### src/rtl/vpw_pkg.sv
package vpw_pkg;

  typedef enum logic [2:0] {
    CLS_INVALID = 3'd0,
    CLS_BIT0    = 3'd1,
    CLS_BIT1    = 3'd2,
    CLS_EOD     = 3'd3,
    CLS_SOF     = 3'd4,
    CLS_IDLE    = 3'd5,
    CLS_BREAK   = 3'd6
  } vpw_class_e;

  localparam logic LVL_PASSIVE = 1'b0;
  localparam logic LVL_ACTIVE  = 1'b1;

endpackage

### src/rtl/vpw_interval_ctr.sv
module vpw_interval_ctr #(
  parameter int CNT_W = 9
) (
  input  logic             clk,
  input  logic             rst_n,
  input  logic             bus_in,
  output logic             lvl_q,
  output logic             edge_det,
  output logic [CNT_W-1:0] cnt_q
);
  import vpw_pkg::*;

  localparam logic [CNT_W-1:0] CNT_MAX = {CNT_W{1'b1}};
  localparam logic [CNT_W-1:0] CNT_ONE = CNT_W'(1);

  logic             lvl_en;
  logic             cnt_en;
  logic [CNT_W-1:0] cnt_d;

  always_comb begin
    edge_det = bus_in ^ lvl_q;
    lvl_en   = edge_det;
    cnt_en   = edge_det | (cnt_q != CNT_MAX);
    if (edge_det) cnt_d = CNT_ONE;
    else          cnt_d = cnt_q + CNT_ONE;
  end

  always_ff @(posedge clk or negedge rst_n) begin
    if (!rst_n) begin
      lvl_q <= LVL_PASSIVE;
      cnt_q <= '0;
    end else begin
      if (lvl_en) lvl_q <= bus_in;
      if (cnt_en) cnt_q <= cnt_d;
    end
  end


  sat_hold_chk: assert property (@(posedge clk) disable iff (!rst_n)
    ($past(cnt_q) == CNT_MAX && !$past(edge_det)) |-> (cnt_q == CNT_MAX));

endmodule

### src/rtl/vpw_sym_decode.sv
module vpw_sym_decode #(
  parameter int CNT_W     = 9,
  parameter int LIM_MIN   = 34,
  parameter int LIM_SPLIT = 96,
  parameter int LIM_EOD   = 163,
  parameter int LIM_IDLE  = 239
) (
  input  logic             lvl_i,
  input  logic [CNT_W-1:0] cnt_i,
  output logic [2:0]       cls_o
);
  import vpw_pkg::*;

  localparam logic [CNT_W-1:0] B_MIN   = CNT_W'(LIM_MIN);
  localparam logic [CNT_W-1:0] B_SPLIT = CNT_W'(LIM_SPLIT);
  localparam logic [CNT_W-1:0] B_EOD   = CNT_W'(LIM_EOD);
  localparam logic [CNT_W-1:0] B_IDLE  = CNT_W'(LIM_IDLE);

  logic [2:0] bin;

  always_comb begin
    if      (cnt_i < B_MIN)   bin = 3'd0;
    else if (cnt_i < B_SPLIT) bin = 3'd1;
    else if (cnt_i < B_EOD)   bin = 3'd2;
    else if (cnt_i < B_IDLE)  bin = 3'd3;
    else                      bin = 3'd4;
  end

  always_comb begin
    case (bin)
      3'd1:    cls_o = (lvl_i == LVL_ACTIVE) ? CLS_BIT1  : CLS_BIT0;
      3'd2:    cls_o = (lvl_i == LVL_ACTIVE) ? CLS_BIT0  : CLS_BIT1;
      3'd3:    cls_o = (lvl_i == LVL_ACTIVE) ? CLS_SOF   : CLS_EOD;
      3'd4:    cls_o = (lvl_i == LVL_ACTIVE) ? CLS_BREAK : CLS_IDLE;
      default: cls_o = CLS_INVALID;
    endcase
  end

endmodule

### src/rtl/vpw_gap_watch.sv
module vpw_gap_watch #(
  parameter int CNT_W    = 9,
  parameter int LIM_EOD  = 163,
  parameter int LIM_IDLE = 239
) (
  input  logic             clk,
  input  logic             rst_n,
  input  logic             lvl_q,
  input  logic             edge_det,
  input  logic [CNT_W-1:0] cnt_q,
  output logic             eod_strobe,
  output logic             idle_strobe
);
  import vpw_pkg::*;

  localparam logic [CNT_W-1:0] EOD_PRE  = CNT_W'(LIM_EOD - 1);
  localparam logic [CNT_W-1:0] IDLE_PRE = CNT_W'(LIM_IDLE - 1);

  logic quiet_passive;
  logic eod_d;
  logic idle_d;

  always_comb begin
    quiet_passive = !edge_det && (lvl_q == LVL_PASSIVE);
    eod_d         = quiet_passive && (cnt_q == EOD_PRE);
    idle_d        = quiet_passive && (cnt_q == IDLE_PRE);
  end

  always_ff @(posedge clk or negedge rst_n) begin
    if (!rst_n) begin
      eod_strobe  <= 1'b0;
      idle_strobe <= 1'b0;
    end else begin
      eod_strobe  <= eod_d;
      idle_strobe <= idle_d;
    end
  end


  eod_once_chk: assert property (@(posedge clk) disable iff (!rst_n)
    eod_strobe |=> !eod_strobe);


  eod_at_limit_chk: assert property (@(posedge clk) disable iff (!rst_n)
    eod_strobe |-> (cnt_q == CNT_W'(LIM_EOD) && lvl_q == LVL_PASSIVE));


  idle_once_chk: assert property (@(posedge clk) disable iff (!rst_n)
    idle_strobe |=> !idle_strobe);


  idle_at_limit_chk: assert property (@(posedge clk) disable iff (!rst_n)
    idle_strobe |-> (cnt_q == CNT_W'(LIM_IDLE) && lvl_q == LVL_PASSIVE));

endmodule

### src/rtl/vpw_sym_classifier.sv
module vpw_sym_classifier #(
  parameter int CNT_W     = 9,
  parameter int LIM_MIN   = 34,
  parameter int LIM_SPLIT = 96,
  parameter int LIM_EOD   = 163,
  parameter int LIM_IDLE  = 239
) (
  input  logic       clk,
  input  logic       rst_n,
  input  logic       bus_in,
  output logic       sym_valid,
  output logic       sym_level,
  output logic [2:0] sym_class,
  output logic       eod_strobe,
  output logic       idle_strobe
);
  import vpw_pkg::*;

  logic             rst_meta;
  logic             rst_sync_n;
  logic             lvl_q;
  logic             edge_det;
  logic [CNT_W-1:0] cnt_q;
  logic [2:0]       cls_d;
  logic             out_en;

  always_ff @(posedge clk or negedge rst_n) begin
    if (!rst_n) begin
      rst_meta   <= 1'b0;
      rst_sync_n <= 1'b0;
    end else begin
      rst_meta   <= 1'b1;
      rst_sync_n <= rst_meta;
    end
  end

  vpw_interval_ctr #(.CNT_W(CNT_W)) u_ctr (
    .clk      (clk),
    .rst_n    (rst_sync_n),
    .bus_in   (bus_in),
    .lvl_q    (lvl_q),
    .edge_det (edge_det),
    .cnt_q    (cnt_q)
  );

  vpw_sym_decode #(
    .CNT_W(CNT_W), .LIM_MIN(LIM_MIN), .LIM_SPLIT(LIM_SPLIT),
    .LIM_EOD(LIM_EOD), .LIM_IDLE(LIM_IDLE)
  ) u_dec (
    .lvl_i (lvl_q),
    .cnt_i (cnt_q),
    .cls_o (cls_d)
  );

  vpw_gap_watch #(.CNT_W(CNT_W), .LIM_EOD(LIM_EOD), .LIM_IDLE(LIM_IDLE)) u_gap (
    .clk         (clk),
    .rst_n       (rst_sync_n),
    .lvl_q       (lvl_q),
    .edge_det    (edge_det),
    .cnt_q       (cnt_q),
    .eod_strobe  (eod_strobe),
    .idle_strobe (idle_strobe)
  );

  assign out_en = edge_det;

  always_ff @(posedge clk or negedge rst_sync_n) begin
    if (!rst_sync_n) begin
      sym_valid <= 1'b0;
      sym_level <= LVL_PASSIVE;
      sym_class <= CLS_INVALID;
    end else begin
      sym_valid <= edge_det;
      if (out_en) begin
        sym_level <= lvl_q;
        sym_class <= cls_d;
      end
    end
  end


  idle_passive_chk: assert property (@(posedge clk) disable iff (!rst_sync_n)
    (sym_valid && sym_class == CLS_IDLE) |-> (sym_level == LVL_PASSIVE));


  sof_active_chk: assert property (@(posedge clk) disable iff (!rst_sync_n)
    (sym_valid && sym_class == CLS_SOF) |-> (sym_level == LVL_ACTIVE));


  level_flip_chk: assert property (@(posedge clk) disable iff (!rst_sync_n)
    sym_valid |-> (sym_level != lvl_q));


  no_overlap_chk: assert property (@(posedge clk) disable iff (!rst_sync_n)
    sym_valid |-> !(eod_strobe || idle_strobe));

endmodule

### config.mk
export PLATFORM = sky130hd
export DESIGN_NAME = vpw_sym_classifier
export DESIGN_NICKNAME = d
export VERILOG_FILES = /design/src/rtl/vpw_pkg.sv /design/src/rtl/vpw_interval_ctr.sv /design/src/rtl/vpw_sym_decode.sv /design/src/rtl/vpw_gap_watch.sv /design/src/rtl/vpw_sym_classifier.sv
export SDC_FILE = /design/constraint.sdc
export NUM_CORES = 1
export LEC_CHECK = 0
export ABC_AREA = 1
export BUFFER_PORTS_ARGS = -buffer_cell sky130_fd_sc_hd__buf_2
export CAP_MARGIN = 0
export CELL_PAD_IN_SITES_DETAIL_PLACEMENT = 0
export CELL_PAD_IN_SITES_GLOBAL_PLACEMENT = 1
export CORE_MARGIN = 3
export CORE_UTILIZATION = 29
export DETAILED_ROUTE_END_ITERATION = 16
export PLACE_DENSITY_LB_ADDON = 0.08
export SETUP_SLACK_MARGIN = 0.5
export SYNTH_ARGS = -nofsm -noshare
export SYNTH_HDL_FRONTEND = slang
export SYNTH_SLANG_ARGS = --single-unit
### constraint.sdc
create_clock -name clk -period 0.8 [get_ports clk]
set_input_delay 0.04 -clock clk [delete_from_list [all_inputs] [get_ports clk]]
set_output_delay 0.04 -clock clk [all_outputs]
set_load 0.01 [all_outputs]
Word-level counts from Yosys, hierarchy flattened
Cells that the tools add are included.
{ "classes": {"addsub": 1, "n_reduce_logical": 4, "magnitude_cmp": 4, "n_mux": 10, "bitwise_logic": 3, "eq_ne": 7} }
{ "ops": {"columns": ["cell", "n"], "rows": [
  ["== test 9 x 8 -> 1 bit (second input constant)", 2],
  ["< comparator 9 x 8 -> 1 bit (second input constant)", 2],
  ["two-way mux 3 bit", 5],
  ["one-hot mux 3 bit (4 select lines)", 1],
  ["adder 9 x 1 -> 9 bit (second input constant)", 1],
  ["< comparator 9 x 6 -> 1 bit (second input constant)", 1],
  ["< comparator 9 x 7 -> 1 bit (second input constant)", 1],
  ["two-way mux 9 bit", 1],
  ["inequality test 9 bit (second input constant)", 1],
  ["== test 3 x 2 -> 1 bit (second input constant)", 2],
  ["two-way mux 2 bit", 3],
  ["== test 3 x 1 -> 1 bit (second input constant)", 1],
  ["== test 3 bit (second input constant)", 1],
  ["logical AND 1 bit", 3],
  ["logical NOT 1 bit", 1],
  ["NOT 1 bit", 1],
  ["bitwise OR 1 bit", 1],
  ["XOR 1 bit", 1]
]} }
{ "totals": {"wordCells": 38, "input_bits": 3, "ff_bits": 19, "out_inout_bits": 7} }

Logic depth before layout (Yosys ltp)
Gate-level depths: netlist (run 1).
{ "logic_depth": {"word_depth": 7, "mapped_depth": 9, "mapped_depth_nobuf": 9} }

Modules after synthesis
Synthesis (run 1) repeated with hierarchy kept, for this count alone.
{ "hier_totals": {"cells_unflattened": 152, "area_unflattened_um2": 1092.3} }
{ "by_module_without_submodules": {"columns": ["module", "seq_area_each_um2", "n_inst", "area_per_inst_um2", "cells_each"], "rows": [
  ["vpw_interval_ctr", 250.2, 1, 548.0, 68],
  ["vpw_sym_classifier", 175.2, 1, 227.7, 21],
  ["vpw_sym_decode", 0.0, 1, 197.7, 43],
  ["vpw_gap_watch", 50.0, 1, 118.9, 20]
]} }

Worst setup path before layout (run 1)
OpenSTA, ideal clock, no wires.
{ "synth_path": {"path_kind": "reg-to-reg", "startpoint": "register u_ctr.cnt_q[0]", "endpoint": "register u_ctr.cnt_q[7]", "setup_ns": 0.128, "path_slack_ns": -0.790, "path_stages_with_launch": 9, "arrival_ns": 1.462, "path_buffers": 0, "period_less_slack_ns": 1.590, "t_required_ns": 0.672, "cell_sequence": "dfrtp_1 -> ha_1 -> nand3_1 -> nor3_1 -> ha_1 -> nor2_2 -> nand2_2 -> o31ai_1 -> a21oi_1"} }
{ "synth_between": {"elab_chain_len": 2, "word_cells_on_any_way": 4, "classes_between": "add/sub (1); eq/ne (1); mux (1); bitwise (1)"} }
{ "synth_lines": {"columns": ["element", "line_no", "text"], "rows": [
  ["start: declaration", "vpw_interval_ctr.sv:9", "output logic [CNT_W-1:0] cnt_q"],
  ["start signal: assignment", "vpw_interval_ctr.sv:34", "if (cnt_en) cnt_q <= cnt_d;"],
  ["adder 9 x 1 -> 9 bit or inequality test 9 bit (tied branches)", "vpw_interval_ctr.sv:25, vpw_interval_ctr.sv:23", null],
  ["two-way mux 9 bit or bitwise OR 1 bit (tied branches)", "vpw_interval_ctr.sv:24, vpw_interval_ctr.sv:23", null]
]} }
Parallel ways exist; a longest one is shown, timed or not.
A chain may end at the register's enable or synchronous reset.

Final worst setup path (run 1)
{ "layout_path": {"startpoint": "register u_ctr.cnt_q[1]", "endpoint": "register u_ctr.cnt_q[7]"} }
Same word-level chain as after synthesis.

==> impl_metrics.tcl, run 1 <==
set metrics [dict create \
    cpPeakStageDelay_ns 0.41 \
    drt_iter0_drc 13 \
    p_seq_share_pct 33.1 \
    rsz0062_at_grt "yes" \
    synth.distinct_cells 19 \
    ys_ff_latch 19 \
    ff_latch_area_um2 479 \
    grt_max_degree 11 \
    synth_largest_area_cell "dfrtp_1" \
    clock_latency_ns 0.30 \
    final_cell_mix "buf_4 (30), dfrtp_1 (18), nand2_1 (17), buf_2 (8)" \
    route.detailed.drc 0 \
    numCtsBuffers 3 \
    final_common_cell "buf_4" \
    cp-end-kind "register" \
    violations "negative hold slack, negative setup slack" \
    reg2reg_setup_slack_ns -0.72 \
    ir_drop_mv 1.27 \
    crit_chain "ha_2, nand3_2, nor3_2, ha_2, nor2_4, nand2_2, o31ai_2, a21oi_1" \
    wire_per_inst_um 12.2 \
    antenna_found_initial 0 \
    p_leak_nw 0.714 \
    syn_to_final_growth_pct 63.4 \
    syn_area_um2 946 \
    rows 20 \
    cp_common_cell "ha_2" \
    critPathSlowestCell "dfrtp_1" \
    utilization_pct 50.2 \
    critPathLaunchType "register" \
    syn_avg_cell_area_um2 8.45 \
    cts_tree "built" \
    dieHeight_um 63.1 \
    worstPathArrival_ns 1.72 \
    p_int_w 0.00229 \
    design_area_um2 1550 \
    core_um2 3080 \
    yosysSeqAreaShare_pct 50.3 \
    synth_cells 112 \
    hold_slack_ns -0.0345 \
    cp_num_buf_inv 0 \
    timing.final.crit_period_ns 1.52 \
    finClkSkew_ns 0.00244 \
    grt_pass1_wl_um 4170 \
    period_share_pct 190 \
    ctsHoldBuffers 1 \
    cts_buffer_depth 2 \
    fillers 313 \
    ys_top_cells_by_area "dfrtp_1 (50%), nand2_1 (8.3%), nand3_1 (6.3%)" \
    setup_viol 24 \
    p_comb_share_pct 52.9 \
    multi_input_area_um2 566 \
    p_per_area_nw_per_um2 2370 \
    hold_class "in2reg" \
    overflow 0 \
    slew_viol_final 0 \
    clock-sinks 19 \
    switching_share_pct 37.6 \
    syn-num-nets 119 \
    htree_levels 1 \
    ant_nets 0 \
    final_hold_viol_count 1 \
    first_pass_iters 4 \
    clk_pin_slew_worst_paths_ns 0.12 \
    grt_pass1_vias 943 \
    viasPerCell 4.56 \
    outcome "finished with violations" \
    yosys_warnings 0 \
    drive_gt1_share_pct 54.0 \
    worstSetupPathType "reg2reg" \
    cap_violations 0 \
    p_clk_share_pct 14.0 \
    cts_root_buf "clkbuf_4" \
    dieArea_um2 3980 \
    num_vias 935 \
    p_switching_w 0.00138 \
    n_antenna_cell 0 \
    place_area_um2 1280 \
    fin_ws_ns -0.718 \
    start_util_pct 30.7 \
    track_usage_pct 13.5 \
    dp_hpwl_um 1840 \
    nNetsFinal 169 \
    crit_required_ns 1.00 \
    routed_wl_um 2500 \
    path_max_fanout 4 \
    ioPinCount 10 \
    fmax_mhz 659 \
    place_congestion 0.867 \
    cp_top_family "adder cells" \
    die_x_um 63.1 \
    yosys.area.top_type_share_pct 50.3 \
    io_buffer_count 9 \
]
-- layout make-up --
| class | instances | area share, % |
|---|---|---|
| multi-input combinational | 80 | 36.6 |
| sequential | 19 | 31.0 |
| timing repair buffer | 46 | 23.4 |
| inverter | 12 | 3.72 |
| tap | 44 | 3.56 |
| clock buffer | 4 | 1.70 |
-- power groups by stage --
stage | Combinational [W] | Clock [W] | Sequential [W]
3_5_place_dp | 0.00139 | 0 | 0.00124
4_1_cts | 0.00176 | 0.000528 | 0.00121
6_report | 0.00194 | 0.000514 | 0.00121
5_1_grt | 0.00209 | 0.000587 | 0.00122
2_1_floorplan | 0.000688 | 0 | 0.00130
3_3_place_gp | 0.00136 | 0 | 0.00123
-- cell families after synthesis --
| group | count (synthesis) | synth area share (%) |
|---|---|---|
| fa+ha+maj | 4 | 5.29 |
| buf+inv | 13 | 5.56 |
| compound gates | 19 | 10.8 |
| simple gates | 56 | 27.6 |
| other cells | 1 | 0.396 |
| flops | 19 | 50.3 |
-- stage by stage --
stage / instances / worst slack, ns / hold WS (ns) / power, W / TNS, ns
5_1_grt: 205 / -0.770 / -0.0348 / 0.00390 / -10.31
3_3_place_gp: 190 / -0.640 / -0.175 / 0.00260 / -7.86
4_1_cts: 201 / -0.689 / -0.0388 / 0.00349 / -8.95
6_report: 205 / -0.718 / -0.0345 / 0.00366 / -8.91
2_1_floorplan: 112 / -0.667 / -0.256 / 0.00199 / -7.15
3_5_place_dp: 190 / -0.704 / -0.172 / 0.00263 / -8.23
-- tightest hold or removal path: stages --
cell and delay [ns]:
buf_2 0.09, nand2_2 0.04, o21ai_1 0.06
-- state kept, by name, indices dropped and copies added (netlist names) --
signal / count
u_ctr.cnt_q: 9
rst_sync_n: 1
u_ctr.lvl_q: 1
rst_meta: 1
u_gap.idle_strobe: 1
sym_level: 1
sym_valid: 1
u_gap.eod_strobe: 1
sym_class: 3
-- cell usage after synthesis --
| library cell | number |
|---|---|
| nor2_1 | 8 |
| inv_1 | 11 |
| a21oi_1 | 10 |
| clkinv_1 | 1 |
| nor2_4 | 1 |
| nand3_1 | 12 |
| o31ai_1 | 1 |
| dfrtp_1 | 19 |
| conb_1 | 1 |
| buf_4 | 1 |
| a211oi_1 | 2 |
| o21ai_0 | 6 |
| nor2_2 | 2 |
| nand4_1 | 3 |
| nand2_1 | 21 |
| ha_1 | 4 |
| nand2_2 | 2 |
| nor4_1 | 2 |
| nor3_1 | 5 |
-- what timing repair did --
action                                  4_1_cts  5_1_grt
endpoints found under the setup margin       42       42
pin swaps                                     8       13
buffers inserted                              6        4
hold endpoints to repair                      3        1
gates resized for setup                      22       16
-- path summary, 6_finish.rpt --
path | from | endpoint | cells past startpoint
min | bus_in | u_ctr.lvl_q$_DFFE_PN0N_ | 3
min in group asynchronous | rst_n | rst_sync_n$_DFF_PN0_ | 2
max in group asynchronous | rst_sync_n$_DFF_PN0_ | u_ctr.cnt_q[8]$_DFFE_PN0P_ | 1
min reg2reg | rst_sync_n$_DFF_PN0_ | u_ctr.cnt_q[4]$_DFFE_PN0P_ | 1
max reg2reg | u_ctr.cnt_q[1]$_DFFE_PN0P_ | u_ctr.cnt_q[7]$_DFFE_PN0P_ | 8
max | u_ctr.cnt_q[1]$_DFFE_PN0P_ | u_ctr.cnt_q[7]$_DFFE_PN0P_ | 8
-- routing by layer --
| metal | track usage (%) | wire length [µm] | up-vias |
|---|---|---|---|
| met2 | 22.5 | 1170 | 9 |
| met1 | 17.3 | 1240 | 442 |
| met5 | 0 | 0 | - |
| met4 | 4.96 | 31 | 0 |
| met3 | 2.50 | 57 | 4 |
| li1 | - | - | 480 |
No activity file was read; power rests on OpenSTA's default activity.
==> run 2, diff against run 1 <==
--- a/config.mk
+++ b/config.mk
@@ -5,13 +5,13 @@
 export SDC_FILE = /design/constraint.sdc
 export NUM_CORES = 1
 export LEC_CHECK = 0
-export ABC_AREA = 1
+export ABC_AREA = 0
 export BUFFER_PORTS_ARGS = -buffer_cell sky130_fd_sc_hd__buf_2
 export CAP_MARGIN = 0
 export CELL_PAD_IN_SITES_DETAIL_PLACEMENT = 0
 export CELL_PAD_IN_SITES_GLOBAL_PLACEMENT = 1
 export CORE_MARGIN = 3
-export CORE_UTILIZATION = 29
+export CORE_UTILIZATION = 44
 export DETAILED_ROUTE_END_ITERATION = 16
 export PLACE_DENSITY_LB_ADDON = 0.08
 export SETUP_SLACK_MARGIN = 0.5
==> run 2 against run 1 <==
  * The flow still finishes with violations (negative hold slack, negative setup slack)
  * Synthesized cell count down 13%
  * Critical path type unchanged
  * Clock skew is 0.00090 ns lower
  * Utilization rose by 24 points
  * Critical endpoint is now sym_class[0]$_DFFE_PN0N_
  * Largest cell class unchanged
==> impl_metrics.tcl, run 2 <==
set metrics [dict create \
    clk_pin_slew_worst_paths_ns 0.12 \
    overflow 0 \
    switching_share_pct 36.6 \
    yosys.area.top_type_share_pct 46.9 \
    core_um2 2060 \
    period_share_pct 202 \
    fin_setup_tns_ns -10.72 \
    grt_pass1_vias 896 \
    reg2reg_from "u_ctr.cnt_q[4]$_DFFE_PN0P_" \
    met3_usage_pct 2.49 \
    reg2reg_setup_slack_ns -0.81 \
    rsz0062_at_grt "yes" \
    hold_class "in2reg" \
    top_register "u_ctr.cnt_q" \
    ys_top_cells_by_area "dfrtp_1 (47%), ha_1 (4.9%), nor2_1 (4.4%)" \
    synth_top_flop_cell "dfrtp_1" \
    grt_max_degree 12 \
    critPathLaunchType "register" \
    clock-sinks 19 \
    hp-start "bus_in" \
    antenna_found_initial 0 \
    dieHeight_um 54.0 \
    p_leak_nw 0.675 \
    final_common_cell "buf_4" \
    die_x_um 54.0 \
    syn_to_final_growth_pct 51.5 \
    path_max_fanout 4 \
    p_comb_share_pct 49.9 \
    synth_cells 98 \
    worstPathArrival_ns 1.80 \
    rows 16 \
    synth-simple-area-share_pct 15.4 \
    wire_per_inst_um 15.0 \
    route.detailed.drc 0 \
    ctsHoldBuffers 1 \
    cp-end-kind "register" \
    worstSetupPathType "reg2reg" \
    drt_iter0_drc 11 \
    viasPerCell 5.29 \
    cts_root_buf "clkbuf_4" \
    gr-usage-met1_pct 23.2 \
    synth_adder_area_share_pct 4.94 \
    grt_pass1_wl_um 4080 \
    reg_top3 "u_ctr.cnt_q (9), sym_class (3)" \
    violations "negative hold slack, negative setup slack" \
    num_vias 878 \
    place_congestion 0.850 \
    hold_slack_ns -0.0310 \
    n_antenna_cell 0 \
    p_per_area_nw_per_um2 2430 \
    htree_levels 1 \
    ioPinCount 10 \
    syn-num-nets 105 \
    start_util_pct 49.2 \
    ir_drop_mv 2.12 \
    grt_busiest_layer "met2" \
    cp-startpoint "u_ctr.cnt_q[4]$_DFFE_PN0P_" \
    pre_cts_ws_ns -0.846 \
    final_cell_mix "buf_4 (26), dfrtp_1 (12), nor2_1 (11), buf_2 (9), buf_6 (7)" \
    syn_avg_cell_area_um2 10.3 \
    finClkSkew_ns 0.00155 \
    fin_ws_ns -0.813 \
    synthMuxAreaShare_pct 2.10 \
    clock_latency_ns 0.30 \
    ys_ff_latch 19 \
    yosysSeqAreaShare_pct 46.9 \
    numCtsBuffers 3 \
    cap_violations 0 \
    synth_compound_gate_area_share_pct 15.3 \
    largest_reg_flops 9 \
    cts_tree "built" \
    met2_usage_pct 35.9 \
    utilization_pct 74.5 \
    synth.most_common_cell "dfrtp_1" \
    synth.distinct_cells 35 \
    synth_xor_area_share_pct 6.91 \
    nNetsFinal 147 \
    fmax_mhz 620 \
    slew_viol_final 0 \
    synthArstFlopShare_pct 100 \
    track_usage_pct 19.3 \
    first_pass_iters 4 \
    p_switching_w 0.00136 \
    p_seq_share_pct 36.5 \
    syn_area_um2 1010 \
    synth_common_cells "dfrtp_1 (19), nor2_1 (12), inv_1 (7)" \
    dieArea_um2 2920 \
    cts_buffer_depth 2 \
    ant_nets 0 \
    setup_viol 24 \
    p_int_w 0.00236 \
    routed_wl_um 2490 \
    io_buffer_count 9 \
    yosys_warnings 0 \
    timing.final.crit_period_ns 1.61 \
    synth_largest_area_cell "dfrtp_1" \
    synth-edff-count 0 \
    drive_gt1_share_pct 56.1 \
    final_hold_viol_count 1 \
    p_clk_share_pct 13.6 \
    crit_required_ns 0.98 \
    synth_top_family_by_area "simple AND/OR/NAND/NOR gates" \
    outcome "finished with violations" \
    dp_hpwl_um 1610 \
]
run 2: cell count changes after synthesis, sizes merged, moves of 5 or more:
cell	before	now
xnor2	0	5
nand3	12	3
nand2	23	5
a21oi	10	4
run 2: worst paths after layout:
kind	endpoint	cells past startpoint
hold / removal	u_ctr.lvl_q$_DFFE_PN0N_	3
min in group asynchronous	rst_sync_n$_DFF_PN0_	2
hold reg to reg	u_ctr.cnt_q[0]$_DFFE_PN0P_	1
setup reg to reg	sym_class[0]$_DFFE_PN0N_	4
setup / recovery	sym_class[0]$_DFFE_PN0N_	4
max in group asynchronous	u_ctr.cnt_q[2]$_DFFE_PN0P_	1
run 2: per-stage QoR:
stage	instance area, µm²	power (W)	std cells
finish	1540	0.00373	166
global route	1540	0.00399	166
CTS	1460	0.00352	163
detailed placement	1300	0.00283	154
global placement	1300	0.00281	154
floorplan	1090	0.00227	98
run 2: critical path, stage by stage, from the launching register on:
cell	delay, ns
dfrtp_2	0.47
o41a_1	0.47
o41ai_4	0.29
or2b_1	0.15
o221ai_1	0.11
run 2: power by group through the flow:
stage	Combinational (W)	Clock [W]	Sequential (W)
CTS	0.00164	0.000524	0.00135
detailed placement	0.00147	0	0.00136
global route	0.00203	0.000571	0.00138
global placement	0.00146	0	0.00135
finish	0.00186	0.000509	0.00136
floorplan	0.000923	0	0.00135
run 2: repair_timing:
action,in CTS,in global routing
buffers inserted,4,3
resized for setup,16,14
hold endpoints to repair,3,1
endpoints found under the setup margin,42,42
pin swaps,4,13
run 2: logic make-up (layout without fill, tap and decap cells):
| group | after synthesis | count (layout) |
|---|---|---|
| mux | 2 | 2 |
| flops | 19 | 19 |
| compound gates | 17 | 17 |
| xor+xnor | 8 | 8 |
| other cells | 1 | 1 |
| buf+inv | 15 | 56 |
| simple gates | 32 | 32 |
| fa+ha+maj | 4 | 4 |
run 2: per-layer routing:
layer	routed length (µm)	part of all wire, %
met2	1300	52
met1	1100	44
met4	32	1.3
met3	54	2.2
met5	0	0
run 2: cell type report:
type | instances | area, µm²
Fill cell | 144 | 527
Clock buffer | 3 | 22.5
Inverter | 7 | 28.8
Clock inverter | 1 | 5.00
Sequential cell | 19 | 487
Multi-Input combinational cell | 64 | 594
Tap cell | 27 | 33.8
Timing Repair Buffer | 45 | 364
